==> config.mk <==
export PLATFORM = sky130hd
export DESIGN_NAME = spi_mem_frontend
export DESIGN_NICKNAME = d
export VERILOG_FILES = /design/src/rtl/spi_fe_pkg.sv /design/src/rtl/spi_fe_sync.sv /design/src/rtl/spi_fe_ctrl.sv /design/src/rtl/spi_fe_rx.sv /design/src/rtl/spi_fe_tx.sv /design/src/rtl/spi_mem_frontend.sv
export SDC_FILE = /design/constraint.sdc
export NUM_CORES = 1
export LEC_CHECK = 0
export BUFFER_PORTS_ARGS = -buffer_cell sky130_fd_sc_hd__buf_2
export CAP_MARGIN = 20
export CORE_MARGIN = 4
export CORE_UTILIZATION = 35
export CTS_CLUSTER_SIZE = 16
export DETAILED_ROUTE_END_ITERATION = 8
export PLACE_DENSITY = 0.61
export SYNTH_ARGS = -nofsm -noshare
export SYNTH_HDL_FRONTEND = slang
export SYNTH_SLANG_ARGS = --single-unit
==> constraint.sdc <==
create_clock -name clk -period 1.8 [get_ports clk]
set_input_delay 0.09 -clock clk [delete_from_list [all_inputs] [get_ports clk]]
set_output_delay 0.09 -clock clk [all_outputs]
set_load 0.005 [all_outputs]
==> src/rtl/spi_fe_pkg.sv <==
package spi_fe_pkg;

    typedef enum logic [2:0] {
        ST_IDLE,
        ST_RECV,
        ST_SEND,
        ST_PAUSE_RECV,
        ST_PAUSE_SEND
    } fe_state_t;

    localparam int SYNC_STAGES = 2;

endpackage

==> src/rtl/spi_fe_sync.sv <==
module spi_fe_sync #(
    parameter int              W      = 4,
    parameter int              STAGES = 2,
    parameter logic [W-1:0]    INIT   = '0
) (
    input  logic         clk,
    input  logic         rst_n,
    input  logic [W-1:0] d_in,
    output logic [W-1:0] d_out
);

    for (genvar b = 0; b < W; b++) begin : g_bit
        logic [STAGES-1:0] chain;
        always_ff @(posedge clk or negedge rst_n) begin
            if (!rst_n) begin
                chain <= {STAGES{INIT[b]}};
            end else begin
                chain <= {chain[STAGES-2:0], d_in[b]};
            end
        end
        assign d_out[b] = chain[STAGES-1];
    end

endmodule

==> src/rtl/spi_fe_ctrl.sv <==
module spi_fe_ctrl
    import spi_fe_pkg::*;
(
    input  logic clk,
    input  logic rst_n,
    input  logic cs_s,
    input  logic sck_s,
    input  logic hold_s,
    input  logic tx_enable,
    input  logic bit_zero,
    input  logic any_byte,
    output logic frame_start,
    output logic frame_stop,
    output logic rise_evt,
    output logic fall_evt,
    output logic load_evt,
    output logic shift_evt,
    output logic miso_oe,
    output logic paused
);

    fe_state_t state_q;
    fe_state_t state_d;
    logic      cs_prev;
    logic      sck_prev;
    logic      cs_fall;
    logic      cs_rise;
    logic      sck_r;
    logic      sck_f;
    logic      active;
    logic      hold_req;
    logic      hold_rel;
    logic      turn_ok;

    assign cs_fall  = cs_prev & ~cs_s;
    assign cs_rise  = ~cs_prev & cs_s;
    assign sck_r    = sck_s & ~sck_prev;
    assign sck_f    = ~sck_s & sck_prev;
    assign hold_req = ~hold_s & ~sck_s;
    assign hold_rel = hold_s & ~sck_s;
    assign turn_ok  = sck_f & bit_zero & any_byte & tx_enable;

    // state register and edge history
    always_ff @(posedge clk or negedge rst_n) begin
        if (!rst_n) begin
            state_q  <= ST_IDLE;
            cs_prev  <= 1'b1;
            sck_prev <= 1'b0;
        end else begin
            state_q  <= state_d;
            cs_prev  <= cs_s;
            sck_prev <= sck_s;
        end
    end

    // next state
    always_comb begin
        state_d = state_q;
        unique case (state_q)
            ST_IDLE: begin
                if (cs_fall) state_d = ST_RECV;
            end
            ST_RECV: begin
                if (cs_rise)       state_d = ST_IDLE;
                else if (turn_ok)  state_d = ST_SEND;
                else if (hold_req) state_d = ST_PAUSE_RECV;
            end
            ST_SEND: begin
                if (cs_rise)       state_d = ST_IDLE;
                else if (hold_req) state_d = ST_PAUSE_SEND;
            end
            ST_PAUSE_RECV: begin
                if (cs_rise)       state_d = ST_IDLE;
                else if (hold_rel) state_d = ST_RECV;
            end
            ST_PAUSE_SEND: begin
                if (cs_rise)       state_d = ST_IDLE;
                else if (hold_rel) state_d = ST_SEND;
            end
            default: state_d = ST_IDLE;
        endcase
    end

    // outputs
    always_comb begin
        active      = (state_q == ST_RECV) || (state_q == ST_SEND);
        paused      = (state_q == ST_PAUSE_RECV) || (state_q == ST_PAUSE_SEND);
        frame_start = (state_q == ST_IDLE) && cs_fall;
        frame_stop  = (state_q != ST_IDLE) && cs_rise;
        rise_evt    = active && sck_r && !cs_rise;
        fall_evt    = active && sck_f && !cs_rise;
        load_evt    = fall_evt && bit_zero &&
                      ((state_q == ST_SEND) ||
                       ((state_q == ST_RECV) && any_byte && tx_enable));
        shift_evt   = fall_evt && (state_q == ST_SEND) && !bit_zero;
        miso_oe     = (state_q == ST_SEND);
    end

endmodule

==> src/rtl/spi_fe_rx.sv <==
module spi_fe_rx #(
    parameter int DATA_W = 8,
    parameter int IDX_W  = 4
) (
    input  logic              clk,
    input  logic              rst_n,
    input  logic              clear,
    input  logic              stop,
    input  logic              rise_evt,
    input  logic              mosi_s,
    output logic              bit_zero,
    output logic              any_byte,
    output logic              rx_valid,
    output logic [DATA_W-1:0] rx_byte,
    output logic [IDX_W-1:0]  rx_index,
    output logic              frame_end,
    output logic              frame_whole
);

    localparam int                CNT_W    = $clog2(DATA_W);
    localparam logic [CNT_W-1:0]  LAST_BIT = CNT_W'(DATA_W - 1);
    localparam logic [IDX_W-1:0]  IDX_MAX  = '1;

    logic [CNT_W-1:0]  bit_cnt;
    logic [IDX_W-1:0]  byte_cnt;
    logic [DATA_W-2:0] sr;
    logic [DATA_W-1:0] word_in;

    assign word_in  = {sr, mosi_s};
    assign bit_zero = (bit_cnt == '0);
    assign any_byte = (byte_cnt != '0);

    always_ff @(posedge clk or negedge rst_n) begin
        if (!rst_n) begin
            bit_cnt     <= '0;
            byte_cnt    <= '0;
            sr          <= '0;
            rx_valid    <= 1'b0;
            rx_byte     <= '0;
            rx_index    <= '0;
            frame_end   <= 1'b0;
            frame_whole <= 1'b0;
        end else begin
            rx_valid  <= 1'b0;
            frame_end <= 1'b0;
            if (clear) begin
                bit_cnt  <= '0;
                byte_cnt <= '0;
            end else if (rise_evt) begin
                sr <= word_in[DATA_W-2:0];
                if (bit_cnt == LAST_BIT) begin
                    bit_cnt  <= '0;
                    rx_valid <= 1'b1;
                    rx_byte  <= word_in;
                    rx_index <= byte_cnt;
                    if (byte_cnt != IDX_MAX) byte_cnt <= byte_cnt + 1'b1;
                end else begin
                    bit_cnt <= bit_cnt + 1'b1;
                end
            end
            if (stop) begin
                frame_end   <= 1'b1;
                frame_whole <= bit_zero;
            end
        end
    end

endmodule

==> src/rtl/spi_fe_tx.sv <==
module spi_fe_tx #(
    parameter int DATA_W = 8
) (
    input  logic              clk,
    input  logic              rst_n,
    input  logic              load_evt,
    input  logic              shift_evt,
    input  logic [DATA_W-1:0] tx_data,
    output logic              miso_bit,
    output logic              tx_load
);

    logic [DATA_W-1:0] sr;

    assign miso_bit = sr[DATA_W-1];

    always_ff @(posedge clk or negedge rst_n) begin
        if (!rst_n) begin
            sr      <= '0;
            tx_load <= 1'b0;
        end else begin
            tx_load <= load_evt;
            if (load_evt)       sr <= tx_data;
            else if (shift_evt) sr <= {sr[DATA_W-2:0], 1'b0};
        end
    end

endmodule

==> src/rtl/spi_mem_frontend.sv <==
module spi_mem_frontend
    import spi_fe_pkg::*;
#(
    parameter int DATA_W = 8,
    parameter int IDX_W  = 4
) (
    input  logic              clk,
    input  logic              rst_n,
    input  logic              spi_cs_n,
    input  logic              spi_sck,
    input  logic              spi_mosi,
    input  logic              spi_hold_n,
    output logic              spi_miso,
    output logic              spi_miso_oe,
    output logic              rx_valid,
    output logic [DATA_W-1:0] rx_byte,
    output logic [IDX_W-1:0]  rx_index,
    output logic              frame_end,
    output logic              frame_whole,
    input  logic              tx_enable,
    input  logic [DATA_W-1:0] tx_data,
    output logic              tx_load
);

    localparam int         PIN_W    = 4;
    localparam logic [3:0] PIN_INIT = 4'b1001;

    logic [PIN_W-1:0] pins_raw;
    logic [PIN_W-1:0] pins_s;
    logic cs_s, sck_s, mosi_s, hold_s;
    logic frame_start, frame_stop, rise_evt, fall_evt;
    logic load_evt, shift_evt, paused, bit_zero, any_byte, miso_bit, oe;

    assign pins_raw = {spi_hold_n, spi_mosi, spi_sck, spi_cs_n};
    assign {hold_s, mosi_s, sck_s, cs_s} = pins_s;

    spi_fe_sync #(
        .W      (PIN_W),
        .STAGES (SYNC_STAGES),
        .INIT   (PIN_INIT)
    ) u_sync (
        .clk   (clk),
        .rst_n (rst_n),
        .d_in  (pins_raw),
        .d_out (pins_s)
    );

    spi_fe_ctrl u_ctrl (
        .clk         (clk),
        .rst_n       (rst_n),
        .cs_s        (cs_s),
        .sck_s       (sck_s),
        .hold_s      (hold_s),
        .tx_enable   (tx_enable),
        .bit_zero    (bit_zero),
        .any_byte    (any_byte),
        .frame_start (frame_start),
        .frame_stop  (frame_stop),
        .rise_evt    (rise_evt),
        .fall_evt    (fall_evt),
        .load_evt    (load_evt),
        .shift_evt   (shift_evt),
        .miso_oe     (oe),
        .paused      (paused)
    );

    spi_fe_rx #(
        .DATA_W (DATA_W),
        .IDX_W  (IDX_W)
    ) u_rx (
        .clk         (clk),
        .rst_n       (rst_n),
        .clear       (frame_start),
        .stop        (frame_stop),
        .rise_evt    (rise_evt),
        .mosi_s      (mosi_s),
        .bit_zero    (bit_zero),
        .any_byte    (any_byte),
        .rx_valid    (rx_valid),
        .rx_byte     (rx_byte),
        .rx_index    (rx_index),
        .frame_end   (frame_end),
        .frame_whole (frame_whole)
    );

    spi_fe_tx #(
        .DATA_W (DATA_W)
    ) u_tx (
        .clk       (clk),
        .rst_n     (rst_n),
        .load_evt  (load_evt),
        .shift_evt (shift_evt),
        .tx_data   (tx_data),
        .miso_bit  (miso_bit),
        .tx_load   (tx_load)
    );

    assign spi_miso_oe = oe;
    assign spi_miso    = oe & miso_bit;

endmodule

### Word level (Yosys, flattened, before mapping)

Cells that the tools add are included.

| operators by class | value |
|---|---|
| $add $sub $neg | 2 |
| eq/ne operators | 11 |
| mux-type cells | 24 |
| bitwise logic cells | 16 |
| reduce and logical (&&, ||, !) cells | 28 |

Operators by type and width:

| kind | number |
|---|---|
| 3-bit 2-to-1 mux | 13 |
| 4-bit 2-to-1 mux | 4 |
| 8-bit 2-to-1 mux | 2 |
| 3-bit one-hot mux with 5 select lines | 1 |
| 1-bit logical AND | 12 |
| 1-bit bitwise AND | 10 |
| 3-bit by 1-bit != test with 1-bit output (second input constant) | 3 |
| 2-bit nonzero test | 4 |
| 3-bit by 2-bit equality test with 1-bit output (second input constant) | 2 |
| 3-bit equality test (second input constant) | 2 |
| 3-bit zero test | 2 |
| 1-bit inverter | 6 |
| 3-bit AND reduction | 2 |
| 5-bit AND reduction | 1 |
| 4-bit by 1-bit adder with 4-bit output (second input constant) | 1 |
| 1-bit 2-to-1 mux | 4 |
| 4-bit by 1-bit != test with 1-bit output (second input constant) | 1 |
| 4-bit != test (second input constant) | 1 |
| 4-bit nonzero test | 1 |
| 3-bit by 1-bit adder with 3-bit output (second input constant) | 1 |
| 3-bit by 1-bit equality test with 1-bit output (second input constant) | 1 |
| 3-bit nonzero test | 1 |
| 1-bit zero test | 2 |
| 1-bit logical OR | 2 |
| 2 further kinds | 2 |

| word-level totals | value |
|---|---|
| flip-flop bits (word level) | 51 |
| bits of input ports | 15 |
| output and inout port bits | 18 |

### Depth between registers and ports, before layout

Gate-level depths: netlist (run 1).

| depth | value |
|---|---|
| depth in word-level cells | 8 |
| mapped depth | 8 |
| depth with buffers taken out | 7 |

### Modules after synthesis

A second synthesis (run 1) with hierarchy kept.

| unflattened totals | value |
|---|---|
| cells, all modules | 185 |
| area, all modules | 2336.0 µm² |

By module, submodules not included:

| module | times used | cells each | area an instance (µm²) | sequential area each (µm²) |
|---|---|---|---|---|
| spi_fe_rx | 1 | 95 | 1278.7 | 725.7 |
| spi_fe_ctrl | 1 | 42 | 421.7 | 126.4 |
| spi_fe_tx | 1 | 35 | 394.1 | 225.2 |
| spi_fe_sync | 1 | 12 | 235.2 | 205.2 |
| spi_mem_frontend | 1 | 1 | 6.3 | 0.0 |

### Worst setup path before layout (run 1)

Ideal clock, no wire load.

| timing path | value |
|---|---|
| path type | register to register |
| from | register u_ctrl.cs_prev |
| to | register u_tx.sr[1] |
| setup time | 118 ps |
| arrival time | 1824 ps |
| setup slack | -142 ps |
| stages on the path, launching flop included | 8 |
| buffers on the path | 2 |
| period minus slack after synthesis | 1942 ps |
| path through | dfstp_2 nor2b_1 buf_4 or3_4 nor4b_4 buf_6 nor2_4 a21o_1 |

| on the way | value |
|---|---|
| cells in the longest elaborated chain, start to end | 7 |

Ends and longest elaborated chain:

| what | RTL line | text |
|---|---|---|
| from (decl) | spi_fe_ctrl.sv:24 | `logic cs_prev;` |
| from (signal assigned) | spi_fe_ctrl.sv:51 | `cs_prev <= cs_s;` |
| 1-bit inverter * | spi_fe_ctrl.sv:36 | `assign cs_rise = ~cs_prev & cs_s;` |
| 1-bit bitwise AND * | spi_fe_ctrl.sv:36 |  |
| 1-bit zero test * | spi_fe_ctrl.sv:91 | `fall_evt = active && sck_f && !cs_rise;` |
| 1-bit logical AND * | spi_fe_ctrl.sv:91 |  |
| 1-bit logical AND * (2 in series) | spi_fe_ctrl.sv:92 | `load_evt = fall_evt && bit_zero &&` |
| named net load_evt | spi_mem_frontend.sv:32 | `logic load_evt, shift_evt, paused, bit_zero, any_byte, miso_bit, oe;` |
| 8-bit 2-to-1 mux / 2-bit nonzero test (equally long branches) | -- |  |
| to (signal assigned) | spi_fe_tx.sv:23 | `if (load_evt) sr <= tx_data;` |
| to (signal assigned) | spi_fe_tx.sv:24 | `else if (shift_evt) sr <= {sr[DATA_W-2:0], 1'b0};` |
| to (decl) | spi_fe_tx.sv:13 | `logic [DATA_W-1:0] sr;` |

The timed path passes the listed nets; every way through them passes the cells marked *.
A chain may end at the register's enable or synchronous reset.

### Worst setup path after layout (run 1)

| timing path | value |
|---|---|
| from | register u_ctrl.state_q[1] |
| to | register u_tx.sr[1] |

| on the way | value |
|---|---|
| cells in the longest elaborated chain, start to end | 7 |

Ends and longest elaborated chain:

| what | RTL line | text |
|---|---|---|
| from (decl) | spi_fe_ctrl.sv:22 | `fe_state_t state_q;` |
| from (signal assigned) | spi_fe_ctrl.sv:50 | `state_q <= state_d;` |
| 3-bit by 1-bit equality test with 1-bit output / 3-bit by 2-bit equality test with 1-bit output (equally long branches) | -- |  |
| 1-bit logical OR | spi_fe_ctrl.sv:86 | `active = (state_q == ST_RECV) \|\| (state_q == ST_SEND);` |
| 1-bit logical AND (2 in series) | spi_fe_ctrl.sv:91 |  |
| 1-bit logical AND (on tied branches) (2 in series) | spi_fe_ctrl.sv:92, spi_fe_ctrl.sv:95 |  |
| 8-bit 2-to-1 mux / 2-bit nonzero test (equally long branches) | -- |  |

Several ways; a longest one is shown, not always the timed one.

==> metrics.yaml, run 1 <==
power_and_ir_drop:
  vdd_ir_max_mv: 0.7442
  power_per_cell_area_nw_per_um2: 1147
  leakagePower_nw: 1.427
  fin_total_pwr_w: 0.003318
clocking:
  cts.htree.levels: 2
  cts_made_buffers: 5
  source_to_sink_clock_delay_at_the_later_pin_of_the_worst_skew_pair_ns: 0.31
  numClockSinks: 51
  clock_tree.root_cell: "sky130_fd_sc_hd__clkbuf_8"
  cts.path.max_buffers: 2
  clkTransAtPathRegs_ns: 0.10
  cts_tree: "yes"
cells_and_area:
  design_area_um2: 2893
  num-fill-cells: 555
  ant_cells: 0
  signed_area_change_from_the_synthesized_netlist_to_the_final_layout_pct: 28.80
  nets: 262
  drive_gt1_share_pct: 41.98
floorplanning:
  fp.dieW_um: 88.11
  die_area_um2: 7762
  core-area_um2: 6061
  start_util_pct: 37.06
  row_count: 28
  total_i_o_pin_count: 33
  floorplan.die.height_um: 88.11
job:
  max_cap_viol: 0
timing:
  max_fclk_mhz: 560.6
  timing.clock.skew_ns: 0.01328
  fin_worst_hold_slack_ns: 0.01232
  timing.final.max_slew_violations: 0
  layout_min_cycle_time_ns: 1.784
  rsz_0062_raised_after_global_routing: "true"
  slew_headroom_pct: 73.03
  final_setup_violating_endpoints: 0
  hold_viol_final: 0
  finalSetupTns_ns: 0
  final.period_utilization_pct: 99.10
  post-route-worst-setup-slack_ns: 0.01623
  tightest_slew_ns: 0.4004
drt:
  initialDrtViolationCount: 89
  routed_vias: 1546
  firstDrtPassIters: 4
  post_drt_wl_per_cell_um: 13.51
  drt_wl_total_um: 4296
  drtAntennaViolNets: 0
  avgViaCountPerCell: 4.862
  detail_route.drc_violations: 0
grt:
  overflow: 0
  largest_net_degree_at_the_start_of_global_routing: 42
  groute.usage.overall_pct: 12.24
  grt_pass1_vias: 1611
  grt_first_pass_wirelength_um: 7472
  antenna_found_initial: 0
worst_setup_path:
  cp_top_delay_family: "simple AND/OR/NAND/NOR gates"
  worst-path-buf-inv: 1
  timing.critical_path.slowest_cell_delay_ns: 0.43
  endpoint_kind: "register"
  max_stage_delay_cell_worst_path: "sky130_fd_sc_hd__dfrtp_1"
  worstSetupStartpointType: "register"
  timing.critical_path.fanout_max: 13
  crit_chain: "xnor2_2 > or3_4 > nor4b_4 > buf_12 > nor2_4 > a21o_1"
  timing.setup.critical_path_class: "reg2reg"
  worstPathArrival_ns: 1.98
  crit_required_ns: 1.99
synthesis:
  ranking_of_synthesized_cells_by_instance_count: "46 x sky130_fd_sc_hd__dfrtp_1, 18 x sky130_fd_sc_hd__mux2_2, 10 x sky130_fd_sc_hd__inv_1, 10 x sky130_fd_sc_hd__nor2_1, 9 x sky130_fd_sc_hd__nand2_1"
  yosys.cell_types.count: 44
  total_standard_cell_area_after_synthesis_um2: 2246
  ys_dominant_reg_cell: "sky130_fd_sc_hd__dfrtp_1"
  yosys_warnings: 0
  postSynthCellCount: 182
  synth.largest_area_cell: "sky130_fd_sc_hd__dfrtp_1"
  yosys.cell_count.top_type: "sky130_fd_sc_hd__dfrtp_1"
  async_flop_share_pct: 100.0
  postSynthRegisterBits: 51
  synthesis.area_per_instance_um2: 12.34
  post-synth-top-area-fraction_pct: 51.25
  postSynthNetCount: 202
  synth_top_cells_by_area: "sky130_fd_sc_hd__dfrtp_1 51%, sky130_fd_sc_hd__mux2_2 9.0%, sky130_fd_sc_hd__dfstp_2 5.8%"
  synth_seq_area_share_pct: 57.10
  synth-edff-count: 0
placed_design:
  dp_hpwl_um: 2955
  preCtsSetupSlack_ns: -0.03493
  dpl-instance-area_um2: 2631
  port_buf_inserts: 32
  finalWeightedCongestion: 0.7422
status:
  outcome: "finished, final reports clean"
hold_path:
  min_path_type: "in2reg"
registers in the layout, summed over array words and instances (netlist names), 3 cells and up:
| signal | cells |
|---|---|
| u_rx.sr | 7 |
| u_rx.rx_byte | 8 |
| u_rx.bit_cnt | 3 |
| u_rx.byte_cnt | 4 |
| u_ctrl.state_q | 3 |
| u_sync.g_bit.chain | 8 |
| u_rx.rx_index | 4 |
| u_tx.sr | 8 |
through the flow:
step,utilization [%],instances
after floorplan,-,182
after global placement,43.41,301
after detailed placement,43.41,301
after CTS,46.45,316
after global routing,47.73,318
final,47.73,318
per-layer routing:
layer	GRT usage (%)	part of all wire, %	wire length (um)
met1	16.69	48	2042
met2	19.45	47	2008
met3	3.104	4.4	188
met4	3.434	1.3	57
met5	0	0	0
worst reg2reg max path, cell delays in order, from the launching register on:
cell,delay (ns)
sky130_fd_sc_hd__dfrtp_1,0.43
sky130_fd_sc_hd__xnor2_2,0.18
sky130_fd_sc_hd__or3_4,0.39
sky130_fd_sc_hd__nor4b_4,0.31
sky130_fd_sc_hd__buf_12,0.17
sky130_fd_sc_hd__nor2_4,0.05
sky130_fd_sc_hd__a21o_1,0.15
report_power, final:
group	leakage, nW	switching [W]	internal, W
registers	0.648	0.000153	0.00139
logic	0.733	0.000524	0.000571
clock network	0.0461	0.000398	0.000281
total	1.43	0.00107	0.00224
cells by family after synthesis:
family / after synthesis / synth area share (%)
DFF: 51 / 57.10
and+or+nand+nor: 51 / 14.87
muxes: 21 / 10.36
xor gates and xnor gates: 3 / 1.170
AOI/OAI and AO/OA: 33 / 10.08
adders and majority gates: 5 / 2.786
buffers and inverters: 18 / 3.621
cell usage in the layout (no fill, tap or decap), types with 3 or more instances in the layout:
| master | instances |
|---|---|
| sky130_fd_sc_hd__dfstp_2 | 5 |
| sky130_fd_sc_hd__o21ai_0 | 6 |
| sky130_fd_sc_hd__buf_6 | 5 |
| sky130_fd_sc_hd__a21o_1 | 5 |
| sky130_fd_sc_hd__clkbuf_8 | 5 |
| sky130_fd_sc_hd__a22o_1 | 5 |
| sky130_fd_sc_hd__buf_2 | 32 |
| sky130_fd_sc_hd__inv_1 | 10 |
| sky130_fd_sc_hd__nand2b_1 | 5 |
| sky130_fd_sc_hd__o31ai_1 | 3 |
| sky130_fd_sc_hd__nor3_1 | 3 |
| sky130_fd_sc_hd__nor2_1 | 10 |
| sky130_fd_sc_hd__nand2_1 | 9 |
| sky130_fd_sc_hd__dlygate4sd3_1 | 6 |
| sky130_fd_sc_hd__mux2i_1 | 3 |
| sky130_fd_sc_hd__ha_1 | 5 |
| sky130_fd_sc_hd__mux2_2 | 18 |
| sky130_fd_sc_hd__dfrtp_1 | 46 |
| sky130_fd_sc_hd__buf_4 | 16 |
| sky130_fd_sc_hd__o21ai_1 | 3 |
| sky130_fd_sc_hd__a21oi_1 | 3 |
| sky130_fd_sc_hd__nor2b_1 | 3 |
timing repair:
| item | 4_1_cts | 5_1_grt |
|---|---|---|
| hold buffers | 6 | 0 |
| pin swaps | 1 | 6 |
| endpoints found under the setup margin | 13 | 22 |
| hold endpoints to repair | 51 | 0 |
| resized for setup | 4 | 15 |
| buffers inserted | 1 | 2 |
final timing paths:
path / startpoint / endpoint / slack [ns] / cells after the start
worst max-delay path: u_ctrl.state_q[1] / u_tx.sr[1] / 0.02 / 6
worst min-delay path: tx_data[6] / u_tx.sr[6] / 0.01 / 3
worst max register to register: u_ctrl.state_q[1] / u_tx.sr[1] / 0.02 / 6
worst min register to register: u_sync.g_bit[1].chain[0] / u_sync.g_bit[1].chain[1] / 0.36 / 0
max in group asynchronous: rst_n / u_ctrl.cs_prev / 1.06 / 3
min in group asynchronous: rst_n / u_rx.rx_byte[6] / 0.17 / 2
final cells by class:
type	instances	area, um2	share of cell area (%)
multi-input cells	113	949.7	32.83
inverters	10	37.54	1.298
clock buffers	5	68.82	2.379
clock inverters	3	23.77	0.8218
flip-flops and latches	51	1282	44.33
well taps	75	93.84	3.244
repair buffers	61	436.7	15.10
No activity file was read; power rests on OpenSTA's default activity.
==> inputs of run 2 (changes only) <==
--- a/config.mk
+++ b/config.mk
@@ -5,6 +5,7 @@
 export SDC_FILE = /design/constraint.sdc
 export NUM_CORES = 1
 export LEC_CHECK = 0
+export ABC_AREA = 1
 export BUFFER_PORTS_ARGS = -buffer_cell sky130_fd_sc_hd__buf_2
 export CAP_MARGIN = 20
 export CORE_MARGIN = 4
==> run 2 against run 1 <==
Die area rose by 0.81%; total power up 1.4%; utilization is 4.6 points lower; routed wire length decreased by 2.2%; critical path type unchanged; hold slack worse by 0.0022 ns; highest routed layer unchanged; combinational power fell by 10%; via count is 12% higher; largest cell class unchanged; synthesized cell count rose by 41%; critical path depth is 2 higher.
==> metrics.yaml, run 2 <==
hold_path:
  hold_endpoint: "u_tx.sr[5]"
  hold-path-cell-count: 3  # unchanged
  min_path_type: "in2reg"
  startpoint_of_the_lowest_slack_hold_path: "tx_data[5]"
timing:
  rsz_0062_raised_after_global_routing: "false"
  final_setup_violating_endpoints: 0  # unchanged
  fin_worst_hold_slack_ns: 0.01012  # -0.002203 ns
  tightest_slew_ns: 0.5650  # +0.1646 ns
  timing.clock.skew_ns: 0.01144  # -0.001841 ns
  max_fclk_mhz: 631.7  # +13%
  final.period_utilization_pct: 87.95  # -11 points
  post-route-worst-setup-slack_ns: 0.2169  # +0.2007 ns
  hold_viol_final: 0  # unchanged
  timing.final.max_slew_violations: 0  # unchanged
  slew_headroom_pct: 62.33  # -11 points
  finalSetupTns_ns: 0  # unchanged
  layout_min_cycle_time_ns: 1.583  # -0.2007 ns
worst_setup_path:
  rr_worst_depth: 8  # +2
  reg2reg_slack_ns: 0.22  # +0.20 ns
  timing.critical_path.fanout_max: 8  # -5
  critical_r2r_capture: "u_rx.byte_cnt[1]"
  r2r_start: "u_ctrl.state_q[2]"
  endpoint_kind: "register"
  crit_required_ns: 2.03  # +0.04 ns
  worstSetupStartpointType: "register"
  worstPathArrival_ns: 1.81  # -0.17 ns
  timing.setup.critical_path_class: "reg2reg"
placed_design:
  port_buf_inserts: 32  # unchanged
  preCtsSetupSlack_ns: 0.1776  # +0.2125 ns
  dp_hpwl_um: 3039  # +2.8%
  dpl-instance-area_um2: 2536  # -3.6%
  finalWeightedCongestion: 0.8061  # +8.6%
synthesis:
  post-synth-top-area-fraction_pct: 50.80  # -0.45 points
  postSynthCellCount: 256  # +41%
  ys_dominant_reg_cell: "sky130_fd_sc_hd__dfrtp_1"
  async_flop_share_pct: 100.0  # unchanged
  yosys.cell_count.top_type: "sky130_fd_sc_hd__nand2_1"
  yosys_warnings: 0  # unchanged
  synth_seq_area_share_pct: 56.60  # -0.50 points
  synth_top_cells_by_area: "sky130_fd_sc_hd__dfrtp_1 51%, sky130_fd_sc_hd__nand2_1 14%, sky130_fd_sc_hd__nand3_1 7.3%"
  postSynthNetCount: 276  # +37%
  total_standard_cell_area_after_synthesis_um2: 2266  # +0.89%
  postSynthRegisterBits: 51  # unchanged
  yosys.cell_types.count: 26  # -41%
  synthesis.area_per_instance_um2: 8.851  # -28%
  ranking_of_synthesized_cells_by_instance_count: "85 x sky130_fd_sc_hd__nand2_1, 46 x sky130_fd_sc_hd__dfrtp_1, 33 x sky130_fd_sc_hd__nand3_1, 25 x sky130_fd_sc_hd__inv_1, 14 x sky130_fd_sc_hd__nor2_1"
  synth.largest_area_cell: "sky130_fd_sc_hd__dfrtp_1"
  synth-edff-count: 0  # unchanged
floorplanning:
  die_area_um2: 7825  # +0.81%
  fp.dieW_um: 88.46  # +0.40%
  start_util_pct: 35.89  # -1.2 points
  total_i_o_pin_count: 33  # unchanged
  row_count: 29  # +3.6%
  core-area_um2: 6314  # +4.2%
  floorplan.die.height_um: 88.46  # +0.40%
status:
  outcome: "finished, final reports clean"
grt:
  grt_pass1_vias: 1676  # +4.0%
  overflow: 0  # unchanged
  groute.usage.overall_pct: 12.27  # +0.036 points
  grt_first_pass_wirelength_um: 7534  # +0.83%
  largest_net_degree_at_the_start_of_global_routing: 29  # -31%
  antenna_found_initial: 0  # unchanged
power_and_ir_drop:
  leakagePower_nw: 1.488  # +4.2%
  vdd_ir_max_mv: 0.4349  # -42%
  power_per_cell_area_nw_per_um2: 1236  # +7.8%
  fin_total_pwr_w: 0.003365  # +1.4%
drt:
  firstDrtPassIters: 4  # unchanged
  routed_vias: 1739  # +12%
  drtAntennaViolNets: 0  # unchanged
  avgViaCountPerCell: 4.588  # -5.6%
  drt_wl_total_um: 4200  # -2.2%
  detail_route.drc_violations: 0  # unchanged
  post_drt_wl_per_cell_um: 11.08  # -18%
  initialDrtViolationCount: 84  # -5.6%
clocking:
  source_to_sink_clock_delay_at_the_later_pin_of_the_worst_skew_pair_ns: 0.30  # about the same
  clock_tree.root_cell: "sky130_fd_sc_hd__clkbuf_8"
  cts_made_buffers: 5  # unchanged
  numClockSinks: 51  # unchanged
  cts.htree.levels: 2  # unchanged
  clkTransAtPathRegs_ns: 0.10  # about the same
  cts.path.max_buffers: 2  # unchanged
  cts_tree: "yes"
  post_cts_buffers: 0  # -1
cells_and_area:
  most-common-layout-cells: "84 x sky130_fd_sc_hd__nand2_1, 46 x sky130_fd_sc_hd__dfrtp_1, 33 x sky130_fd_sc_hd__nand3_1"
  ant_cells: 0  # unchanged
  design_area_um2: 2721  # -5.9%
  signed_area_change_from_the_synthesized_netlist_to_the_final_layout_pct: 20.10
  reg.largest.list: "u_rx.rx_byte (8), u_sync.g_bit.chain (8), u_tx.sr (8)"
  drive_gt1_share_pct: 20.53  # -21 points
  layout_commonest_cell: "sky130_fd_sc_hd__nand2_1"
  nets: 321  # +23%
job:
  max_cap_viol: 0  # unchanged
## run 2: metrics by stage
stage,utilization [%],std cells
final,43.10,379
after global routing,43.10,379
after global placement,40.17,365
after CTS,42.98,379
after detailed placement,40.17,365
after floorplan,-,256
## run 2: area by class of cell
| class | instances | area (um2) |
|---|---|---|
| Clock inverter | 2 | 35.03 |
| Timing Repair Buffer | 43 | 270.3 |
| Sequential cell | 51 | 1282 |
| Fill cell | 631 | 3592 |
| Tap cell | 77 | 96.34 |
| Clock buffer | 6 | 82.58 |
| Inverter | 26 | 97.59 |
| Multi-Input combinational cell | 174 | 857.1 |
## run 2: per-layer routing
metal,part of all wire (%),GRT usage [%],vias up
met4,0.95,3.846,0
met1,48,16.80,807
met2,48,19.31,25
li1,-,-,905
met5,0,0,-
met3,3.2,2.980,2
## run 2: what timing repair did
action / CTS / global route
hold buffers: 6 / 0
endpoints found under the hold margin: 28 / 0
gates resized for setup: 0 / 3
endpoints found under the setup margin: 0 / 10
## run 2: worst max-delay path by stage
stage | from | endpoint | slack, ns | cells after the start
4_1_cts | u_ctrl.state_q[2] | u_rx.byte_cnt[1] | 0.14 | 8
2_1_floorplan | u_ctrl.cs_prev | u_rx.rx_byte[0] | 0.36 | 6
3_3_place_gp | u_ctrl.state_q[2] | u_rx.byte_cnt[2] | 0.18 | 7
6_report | u_ctrl.state_q[2] | u_rx.byte_cnt[1] | 0.22 | 8
3_5_place_dp | u_ctrl.state_q[2] | u_rx.byte_cnt[2] | 0.18 | 7
5_1_grt | u_ctrl.state_q[2] | u_rx.byte_cnt[1] | 0.009 | 8
## run 2: power by group
group          total, W  switching, W  internal, W
clock          0.000810      0.000360     0.000450
combinational  0.000987      0.000629     0.000358
sequential      0.00157      0.000159      0.00141
## run 2: kinds of logic (layout without fill, tap and decap cells)
| group | Yosys count | in the layout | share of synthesized area [%] |
|---|---|---|---|
| AO/OA/AOI/OAI | 24 | 24 | 5.687 |
| XOR/XNOR | 1 | 1 | 0.3866 |
| buffers and inverters | 31 | 77 | 5.908 |
| AND/OR/NAND/NOR | 144 | 144 | 28.66 |
| adder cells (fa/ha/maj) | 5 | 5 | 2.761 |
| flip-flops | 51 | 51 | 56.60 |
## run 2: worst max-delay path: stages, from the launching register on
cell,delay [ns]
sky130_fd_sc_hd__dfrtp_1,0.39
sky130_fd_sc_hd__inv_1,0.10
sky130_fd_sc_hd__nand3_1,0.18
sky130_fd_sc_hd__nand2_2,0.18
sky130_fd_sc_hd__buf_4,0.18
sky130_fd_sc_hd__nand4_2,0.18
sky130_fd_sc_hd__nand2_1,0.15
sky130_fd_sc_hd__nand3_1,0.08
sky130_fd_sc_hd__nand2_1,0.07
